**src/rtl/scope_pkg.sv**
```systemverilog
package scope_pkg;

  typedef enum logic [2:0] {
    ST_IDLE,
    ST_FILL,
    ST_WAIT,
    ST_POST,
    ST_DONE
  } scopeState_t;

  typedef struct packed {
    logic wrEn;
    logic rdEn;
    logic rdClear;
  } scopeStrb_t;

  localparam logic [1:0] MODE_PATTERN = 2'd0;
  localparam logic [1:0] MODE_COUNT   = 2'd1;

endpackage

```
**src/rtl/scope_match.sv**
```systemverilog
module scope_match #(
  parameter int NUM_PIXELS = 16,
  parameter int CNT_W      = 4
) (
  input  logic [NUM_PIXELS-1:0] hitVec,
  input  logic [CNT_W-1:0]      clusterCnt,
  input  logic [NUM_PIXELS-1:0] careMask,
  input  logic [NUM_PIXELS-1:0] wantMask,
  input  logic [1:0]            trigMode,
  input  logic [CNT_W-1:0]      countMin,
  output logic                  trigHit
);
  import scope_pkg::*;

  logic [NUM_PIXELS-1:0] pixOk;
  logic patOk;
  logic cntOk;

  for (genvar p = 0; p < NUM_PIXELS; p++) begin : g_pix
    assign pixOk[p] = !careMask[p] || (hitVec[p] == wantMask[p]);
  end

  assign patOk = &pixOk;
  assign cntOk = (clusterCnt >= countMin);

  always_comb begin
    unique case (trigMode)
      MODE_PATTERN: trigHit = patOk;
      MODE_COUNT:   trigHit = cntOk;
      default:      trigHit = patOk && cntOk;
    endcase
  end

endmodule

```
**src/rtl/scope_ctrl.sv**
```systemverilog
module scope_ctrl #(
  parameter int PTR_W = 6
) (
  input  logic                 clk,
  input  logic                 rstN,
  input  logic                 arm,
  input  logic                 trigHit,
  input  logic [PTR_W-1:0]     preDepth,
  input  logic [PTR_W-1:0]     postDepth,
  input  logic                 rdReq,
  input  logic                 rdAvail,
  output scope_pkg::scopeStrb_t strb,
  output logic                 done
);
  import scope_pkg::*;

  scopeState_t state;
  logic [PTR_W-1:0] cnt;
  logic [PTR_W:0]   cntNext;

  assign cntNext = {1'b0, cnt} + 1'b1;

  always_comb begin
    strb.wrEn    = (state == ST_FILL) || (state == ST_WAIT) || (state == ST_POST);
    strb.rdEn    = (state == ST_DONE) && rdReq && rdAvail;
    strb.rdClear = arm;
  end

  assign done = (state == ST_DONE);

  always_ff @(posedge clk) begin
    if (!rstN) begin
      state <= ST_IDLE;
      cnt   <= '0;
    end else if (arm) begin
      cnt   <= '0;
      state <= (preDepth == '0) ? ST_WAIT : ST_FILL;
    end else begin
      unique case (state)
        ST_FILL: begin
          cnt <= cntNext[PTR_W-1:0];
          if (cntNext == {1'b0, preDepth}) begin
            state <= ST_WAIT;
            cnt   <= '0;
          end
        end
        ST_WAIT: begin
          if (trigHit) begin
            cnt   <= '0;
            state <= (postDepth == '0) ? ST_DONE : ST_POST;
          end
        end
        ST_POST: begin
          cnt <= cntNext[PTR_W-1:0];
          if (cntNext == {1'b0, postDepth}) state <= ST_DONE;
        end
        default: ;
      endcase
    end
  end

  AST_FILL_NO_TRIGGER: assert property (@(posedge clk) disable iff (!rstN)
    (state == ST_FILL) |=> (state == ST_FILL) || (state == ST_WAIT));
  AST_DONE_HOLDS: assert property (@(posedge clk) disable iff (!rstN)
    (state == ST_DONE) && !arm |=> (state == ST_DONE));
  AST_POST_FROM_WAIT: assert property (@(posedge clk) disable iff (!rstN)
    (state == ST_POST) && ($past(state) != ST_POST) |-> ($past(state) == ST_WAIT));

endmodule

```
**src/rtl/scope_data.sv**
```systemverilog
module scope_data #(
  parameter int NUM_PIXELS = 16,
  parameter int CNT_W      = 4,
  parameter int PTR_W      = 6
) (
  input  logic                        clk,
  input  logic                        rstN,
  input  scope_pkg::scopeStrb_t       strb,
  input  logic [NUM_PIXELS-1:0]       hitVec,
  input  logic [CNT_W-1:0]            clusterCnt,
  input  logic [PTR_W-1:0]            preDepth,
  input  logic [PTR_W-1:0]            postDepth,
  output logic                        rdAvail,
  output logic                        rdValid,
  output logic [CNT_W+NUM_PIXELS-1:0] rdData,
  output logic signed [PTR_W+1:0]     rdOffset
);
  localparam int ADDR_W   = PTR_W + 1;
  localparam int DEPTH    = 1 << ADDR_W;
  localparam int SAMPLE_W = CNT_W + NUM_PIXELS;

  logic [SAMPLE_W-1:0] mem [DEPTH];
  logic [ADDR_W-1:0] wrPtr;
  logic [ADDR_W-1:0] rdCnt;
  logic [ADDR_W-1:0] total;
  logic [ADDR_W-1:0] rdAddr;

  assign total   = {1'b0, preDepth} + {1'b0, postDepth} + 1'b1;
  assign rdAvail = (rdCnt < total);
  assign rdAddr  = wrPtr - total + rdCnt;

  always_ff @(posedge clk) begin
    if (strb.wrEn) mem[wrPtr] <= {clusterCnt, hitVec};
  end

  always_ff @(posedge clk) begin
    if (!rstN) begin
      wrPtr    <= '0;
      rdCnt    <= '0;
      rdValid  <= 1'b0;
      rdData   <= '0;
      rdOffset <= '0;
    end else begin
      if (strb.wrEn) wrPtr <= wrPtr + 1'b1;
      rdValid <= strb.rdEn;
      if (strb.rdClear) begin
        rdCnt <= '0;
      end else if (strb.rdEn) begin
        rdData   <= mem[rdAddr];
        rdOffset <= $signed({1'b0, rdCnt}) - $signed({2'b0, preDepth});
        rdCnt    <= rdCnt + 1'b1;
      end
    end
  end

  AST_PTR_FROZEN: assert property (@(posedge clk) disable iff (!rstN)
    !strb.wrEn |=> $stable(wrPtr));
  AST_OFFSET_RANGE: assert property (@(posedge clk) disable iff (!rstN)
    rdValid |-> (rdOffset <= $signed({2'b0, postDepth}))
             && (rdOffset + $signed({2'b0, preDepth}) >= 0));
  AST_READ_BOUND: assert property (@(posedge clk) disable iff (!rstN)
    rdCnt <= total || $past(strb.rdClear) || !$stable(total));

endmodule

```
**src/rtl/pixel_scope.sv**
```systemverilog
module pixel_scope #(
  parameter int NUM_PIXELS = 16,
  parameter int CNT_W      = 4,
  parameter int PTR_W      = 6
) (
  input  logic                        clk,
  input  logic                        rstN,
  input  logic                        arm,
  input  logic [NUM_PIXELS-1:0]       hitVec,
  input  logic [CNT_W-1:0]            clusterCnt,
  input  logic [NUM_PIXELS-1:0]       careMask,
  input  logic [NUM_PIXELS-1:0]       wantMask,
  input  logic [1:0]                  trigMode,
  input  logic [CNT_W-1:0]            countMin,
  input  logic [PTR_W-1:0]            preDepth,
  input  logic [PTR_W-1:0]            postDepth,
  output logic                        done,
  input  logic                        rdReq,
  output logic                        rdValid,
  output logic [CNT_W+NUM_PIXELS-1:0] rdData,
  output logic signed [PTR_W+1:0]     rdOffset
);
  import scope_pkg::*;

  scopeStrb_t strb;
  logic trigHit;
  logic rdAvail;

  scope_match #(.NUM_PIXELS(NUM_PIXELS), .CNT_W(CNT_W)) i_match (
    .hitVec(hitVec), .clusterCnt(clusterCnt), .careMask(careMask),
    .wantMask(wantMask), .trigMode(trigMode), .countMin(countMin),
    .trigHit(trigHit)
  );

  scope_ctrl #(.PTR_W(PTR_W)) i_ctrl (
    .clk(clk), .rstN(rstN), .arm(arm), .trigHit(trigHit),
    .preDepth(preDepth), .postDepth(postDepth), .rdReq(rdReq),
    .rdAvail(rdAvail), .strb(strb), .done(done)
  );

  scope_data #(.NUM_PIXELS(NUM_PIXELS), .CNT_W(CNT_W), .PTR_W(PTR_W)) i_data (
    .clk(clk), .rstN(rstN), .strb(strb), .hitVec(hitVec),
    .clusterCnt(clusterCnt), .preDepth(preDepth), .postDepth(postDepth),
    .rdAvail(rdAvail), .rdValid(rdValid), .rdData(rdData), .rdOffset(rdOffset)
  );

  AST_READ_AFTER_DONE: assert property (@(posedge clk) disable iff (!rstN)
    rdValid |-> $past(done));

endmodule

```
**config.mk**
```make
export PLATFORM = sky130hd
export DESIGN_NAME = pixel_scope
export DESIGN_NICKNAME = d
export VERILOG_FILES = /design/src/rtl/scope_pkg.sv /design/src/rtl/scope_match.sv /design/src/rtl/scope_ctrl.sv /design/src/rtl/scope_data.sv /design/src/rtl/pixel_scope.sv
export SDC_FILE = /design/constraint.sdc
export NUM_CORES = 2
export LEC_CHECK = 0
export CAP_MARGIN = 20
export CORE_ASPECT_RATIO = 1.4
export CORE_UTILIZATION = 40
export CTS_CLUSTER_DIAMETER = 150
export CTS_CLUSTER_SIZE = 8
export DETAILED_ROUTE_END_ITERATION = 10
export SYNTH_ARGS = -nofsm -noshare
export SYNTH_HDL_FRONTEND = slang
export SYNTH_SLANG_ARGS = --single-unit
```
**constraint.sdc**
```tcl
create_clock -name clk -period 8.1 [get_ports clk]
set_input_delay 1.215 -clock clk [delete_from_list [all_inputs] [get_ports clk]]
set_output_delay 1.215 -clock clk [all_outputs]
set_load 0.01 [all_outputs]
```
* Yosys cells after proc, flatten, opt, wreduce, memory -nomap -nowiden
Memory sizes are Yosys's and may differ from the RTL's. A register that Yosys moved wholly into a read port is not among the register bits.
Cells that the tools add are included.
** Cells by class
- $lt $le $gt $ge :: 2
- Muxes and demuxes :: 13
- Reduce and logical (&&, ||, !) cells :: 48
- Add/sub/neg operators :: 8
- Bitwise logic cells :: 2
- Equal/unequal tests :: 27
** Operator list (number)
- adder 7 x 1 -> 7 bit, second input constant :: 3
- logical OR 1 bit :: 18
- case mux 6 bit (3 select lines) :: 1
- zero test 1 bit :: 17
- equality test 1 bit :: 16
- AND reduction 16 bit :: 1
- two-way mux 3 bit :: 5
- equality test 7 x 6 -> 1 bit :: 2
- zero test 6 bit :: 2
- two-way mux 6 bit :: 2
- case mux 3 bit (3 select lines) :: 1
- subtractor 7 x 6 -> 8 bit :: 1
- adder 6 x 1 -> 7 bit, second input constant :: 1
- adder 6 x 6 -> 7 bit :: 1
- adder 7 bit :: 1
- less-than comparator 7 bit :: 1
- subtractor 7 bit :: 1
- equality test 3 x 2 -> 1 bit, second input constant :: 2
- inequality test 3 bit, second input constant :: 2
- greater-or-equal comparator 4 bit :: 1
- AND reduction 2 bit :: 2
- AND reduction 4 bit :: 1
- nonzero test 4 bit :: 1
- equality test 3 x 1 -> 1 bit, second input constant :: 1
- other kinds (12) :: 16
** Storage, ports and cells
- Memories :: 1
- Logic and storage cells :: 107
- Output and inout bits :: 30
- Memory bits (writable) :: 2560
- Register bits :: 32
- Input bits :: 74
** Memories
- i_data.mem :: words 128, width 20, read ports 1, clocked after memory_dff 1, write ports 1, RTL line scope_data.sv:22 : logic [SAMPLE_W-1:0] mem [DEPTH];

* Logic depth before layout (Yosys ltp)
- Depth in word-level cells :: 8
- Depth in mapped cells :: 21
- Mapped depth without buffers :: 18

* Hierarchy
Synthesis repeated with hierarchy kept, for this count alone.
** Second synthesis, totals
- Cell total of the unflattened synthesis :: 5039
- Area, all modules :: 102314.4 um^2
** By module, submodules not included
- scope_data :: sequential area each 77734.6 um^2, cells each 4892, times used 1, area each 101083.2 um^2
- scope_ctrl :: sequential area each 180.2 um^2, cells each 105, times used 1, area each 902.1 um^2
- scope_match :: sequential area each 0.0 um^2, cells each 42, times used 1, area each 329.1 um^2

* Worst setup path after synthesis
No wires, ideal clock.
- Kind :: in2reg
- Start point :: input preDepth[0]
- End point :: register i_data.rdData[10] (read register of i_data.mem)
- Path buffers :: 4
- Arrival time :: 4.848 ns
- Required time :: 7.975 ns
- Setup slack :: 3.127 ns
- Cell stages on the path :: 14
- Library setup time :: 0.125 ns
- Path through :: inv_1 ha_1 fa_1 fa_1 inv_1 fa_1 buf_2 buf_2 buf_2 buf_1 mux4_2 mux4_2 a22oi_1 a31oi_1
** Between the ends
- Longest elaborated chain between the ends :: 5
** RTL lines
- start, declared :: RTL line pixel_scope.sv:15 : input logic [PTR_W-1:0] preDepth,
- adder 6 x 6 -> 7 bit * :: RTL line scope_data.sv:28 : assign total = {1'b0, preDepth} + {1'b0, postDepth} + 1'b1;
- adder 7 x 1 -> 7 bit * :: RTL line scope_data.sv:28
- parallel branches: the longest is 3 deep, another holds subtractor 7 bit
- end, declared :: RTL line scope_data.sv:15 : output logic [CNT_W+NUM_PIXELS-1:0] rdData,
Mark *: on every way between the ends.
A chain may end at the register's enable or synchronous reset.

* Worst setup path in the final report
- Start point :: input preDepth[0]
- End point :: register i_data.rdData[5] (read register of i_data.mem)
The elaborated chain is that of the path after synthesis.

==> run metrics <==
die width=429 um; CP Data Required Time=8860 ps; Die ar.=257000 sq um; Setup TNS=0 ps; Max-Cap Viols=0; Fin. Hold Viols=0; placed instance area=109000 sq um; post-synth cell types=60; Initial Utilization=40.3%; worst vdd ir=0.214 mV; worst slack, placed=424 ps; crit start category=input port; P_leak=37.6 nW; via count of the routed design=50600; Final Slew Violations=0; Primary FF master, synth=edfxtp_1; initial DRC count=5125; Root Driver=clkbuf_16; global-route met1 utilization=26.6%; total power divided by cell area=309 nW/um^2; FP Rows=218; Vert. Die Dim=599 um; vias in the first global route=52620; GRT Total Usage=22.2%; highest clock rate=0.145 GHz; R2R depth=15; Core ar.=253000 sq um; largest net degree at the start of global routing=119; EDFF count, synth=2560; Post-synth top cells=2560 x edfxtp_1, 658 x mux4_2, 307 x nand2_1; Worst Path Arrival=7650 ps; WHS Path Cells=2; Synth Register Bits=2612; HPWL after detailed placement=173000 um; first-pass GRT wire length=402000 um; Max Root-Sink Buffers=4; CTS buffer count=368; Placer Congestion=0.882; layout cells sized above 1=27.3%; P&R area growth vs syn=16.4%; DR WL/cell=33.2 um; fin area=119000 sq um; HP Class=register to register; Setup CP Type=input port to register; Clock Skew=64.8 ps; post_cts resized=0; Fill cells=20632; setup violators final=0; PortBufs=103; Syn Area/Cell=21.3 sq um; Hold WS=464 ps; Antenna Violating Nets Remaining=0; Mapped Cells=4772; Slew Limit Headroom=15.1%; met3 Usage GRT=3.87%; NumNets Final=5322; Crit Path Max Fanout=30; Post-Syn Area=102000 sq um; Synthesis Warnings=0; top-count cell post-synth=edfxtp_1; status=complete, no violations; RSZ-0062 raised after global routing=false; area leader, netlist=edfxtp_1; CTS Sinks=2612; Reg clk slew, reported paths=50 ps; drt total wl=285000 um; drc violations=0; syn_nets=4886; met2 Usage GRT=38.6%; final worst setup slack=1210 ps; total power=0.0366 W; Synth area leaders=edfxtp_1 75%, mux4_2 15%, mux2i_1 1.9%, nand2_1 1.1%, dfxtp_1 1.0%; initial antenna violation count=13; # hold bufs at CTS=0; Yosys top cell area share=75.5%; Post-CTS Setup Inserts=0; global route total overflow=0; fin crit share=85.0%; GR peak layer=met2; Slew @ Worst Pin=1270 ps; vias per std cell=5.89; first-pass iteration count of the detailed router=6; final critical-path required period=6890 ps; CTS tree=done; I/O pin total=104; Synth async-reset ratio=0%; H-tree lvl count=5; Worst Setup End Kind=register; clock latency on the worst-skew pair=860 ps; post-synthesis sequential area ratio=76.5%
==> cell type report <==
class / instances / area [sq um] / area share (%)
multi-input combinational: 1888 / 23600 / 19.9
timing repair buffer: 310 / 3050 / 2.57
sequential: 2612 / 77900 / 65.7
clock inverter: 13 / 176 / 0.149
clock buffer: 438 / 9620 / 8.11
antenna: 6 / 15.0 / 0.0127
tap: 3300 / 4130 / 3.48
inverter: 28 / 105 / 0.0886
==> worst max-delay path, stage by stage <==
cell	delay, ps
clkdlybuf4s50_1	530
inv_1	80
ha_1	230
fa_1	520
fa_1	550
inv_1	70
fa_4	1020
buf_4	510
buf_4	520
mux4_2	370
mux2i_1	200
mux2i_1	110
mux2_2	350
o22ai_1	990
nor4_1	110
a21o_1	200
==> kinds of logic (layout without fill, tap and decap cells) <==
family / Yosys count / in the layout / share of synthesized area (%)
multiplexers: 873 / 873 / 16.7
other: 0 / 6 / 0
AND/OR/NAND/NOR: 691 / 691 / 2.93
adder cells (fa/ha/maj): 40 / 40 / 0.550
XOR/XNOR: 62 / 62 / 0.566
AO/OA/AOI/OAI: 222 / 222 / 1.50
buffers and inverters: 272 / 789 / 1.28
flip-flops: 2612 / 2612 / 76.5
==> flip-flops by register name (all words and copies together), names as in the netlist <==
name and cells:
i_data.wrPtr 7, i_data.rdData 20, i_data.rdValid 1, i_ctrl.state 3
i_data.rdOffset 8, i_data.rdCnt 7, i_data.mem 2560, i_ctrl.cnt 6
==> cell usage in the layout, fill, tap and decap left out, types with 12 or more instances in the layout <==
cell,n
ha_1,31
clkdlybuf4s50_1,83
inv_1,28
a32oi_1,27
nor2_1,56
o22ai_1,37
a22oi_1,13
mux4_2,658
edfxtp_1,2560
nand4_1,26
mux2_2,18
clkbuf_16,375
o21ai_0,24
buf_12,29
buf_4,189
clkbuf_1,63
mux2i_1,197
xor2_1,33
a21o_1,17
dfxtp_1,52
and3_1,14
a21oi_1,33
nor2_2,30
nand3_1,87
a31oi_1,31
xnor2_1,23
nand2_1,307
nor2_4,98
nor2b_1,12
==> report_power, final <==
group	internal (W)	switching, W	leakage (nW)
sequential	0.0149	0.0000117	23.4
combinational	0.00330	0.00487	9.37
clock	0.00822	0.00532	4.78
==> final timing paths <==
check | start | to | slack [ps]
max | preDepth[0] | i_data.rdData[5] | 1210
min | i_data.rdOffset[4] | i_data.rdOffset[4] | 460
max reg2reg | i_data.wrPtr[0] | i_data.rdData[5] | 2070
min reg2reg | i_data.rdOffset[4] | i_data.rdOffset[4] | 460
==> per-layer routing <==
metal	wire, um	part of all wire [%]
met1	105000	37
met2	147000	51
met3	19100	6.7
met4	15200	5.3
met5	21	0.0074
==> stage by stage <==
stage,util [%],std cells
floorplan,-,4772
global placement,43.0,8124
detailed placement,43.1,8137
CTS,46.9,8588
global route,47.0,8590
finish,47.0,8595
Power figures use the tool's default switching activity.
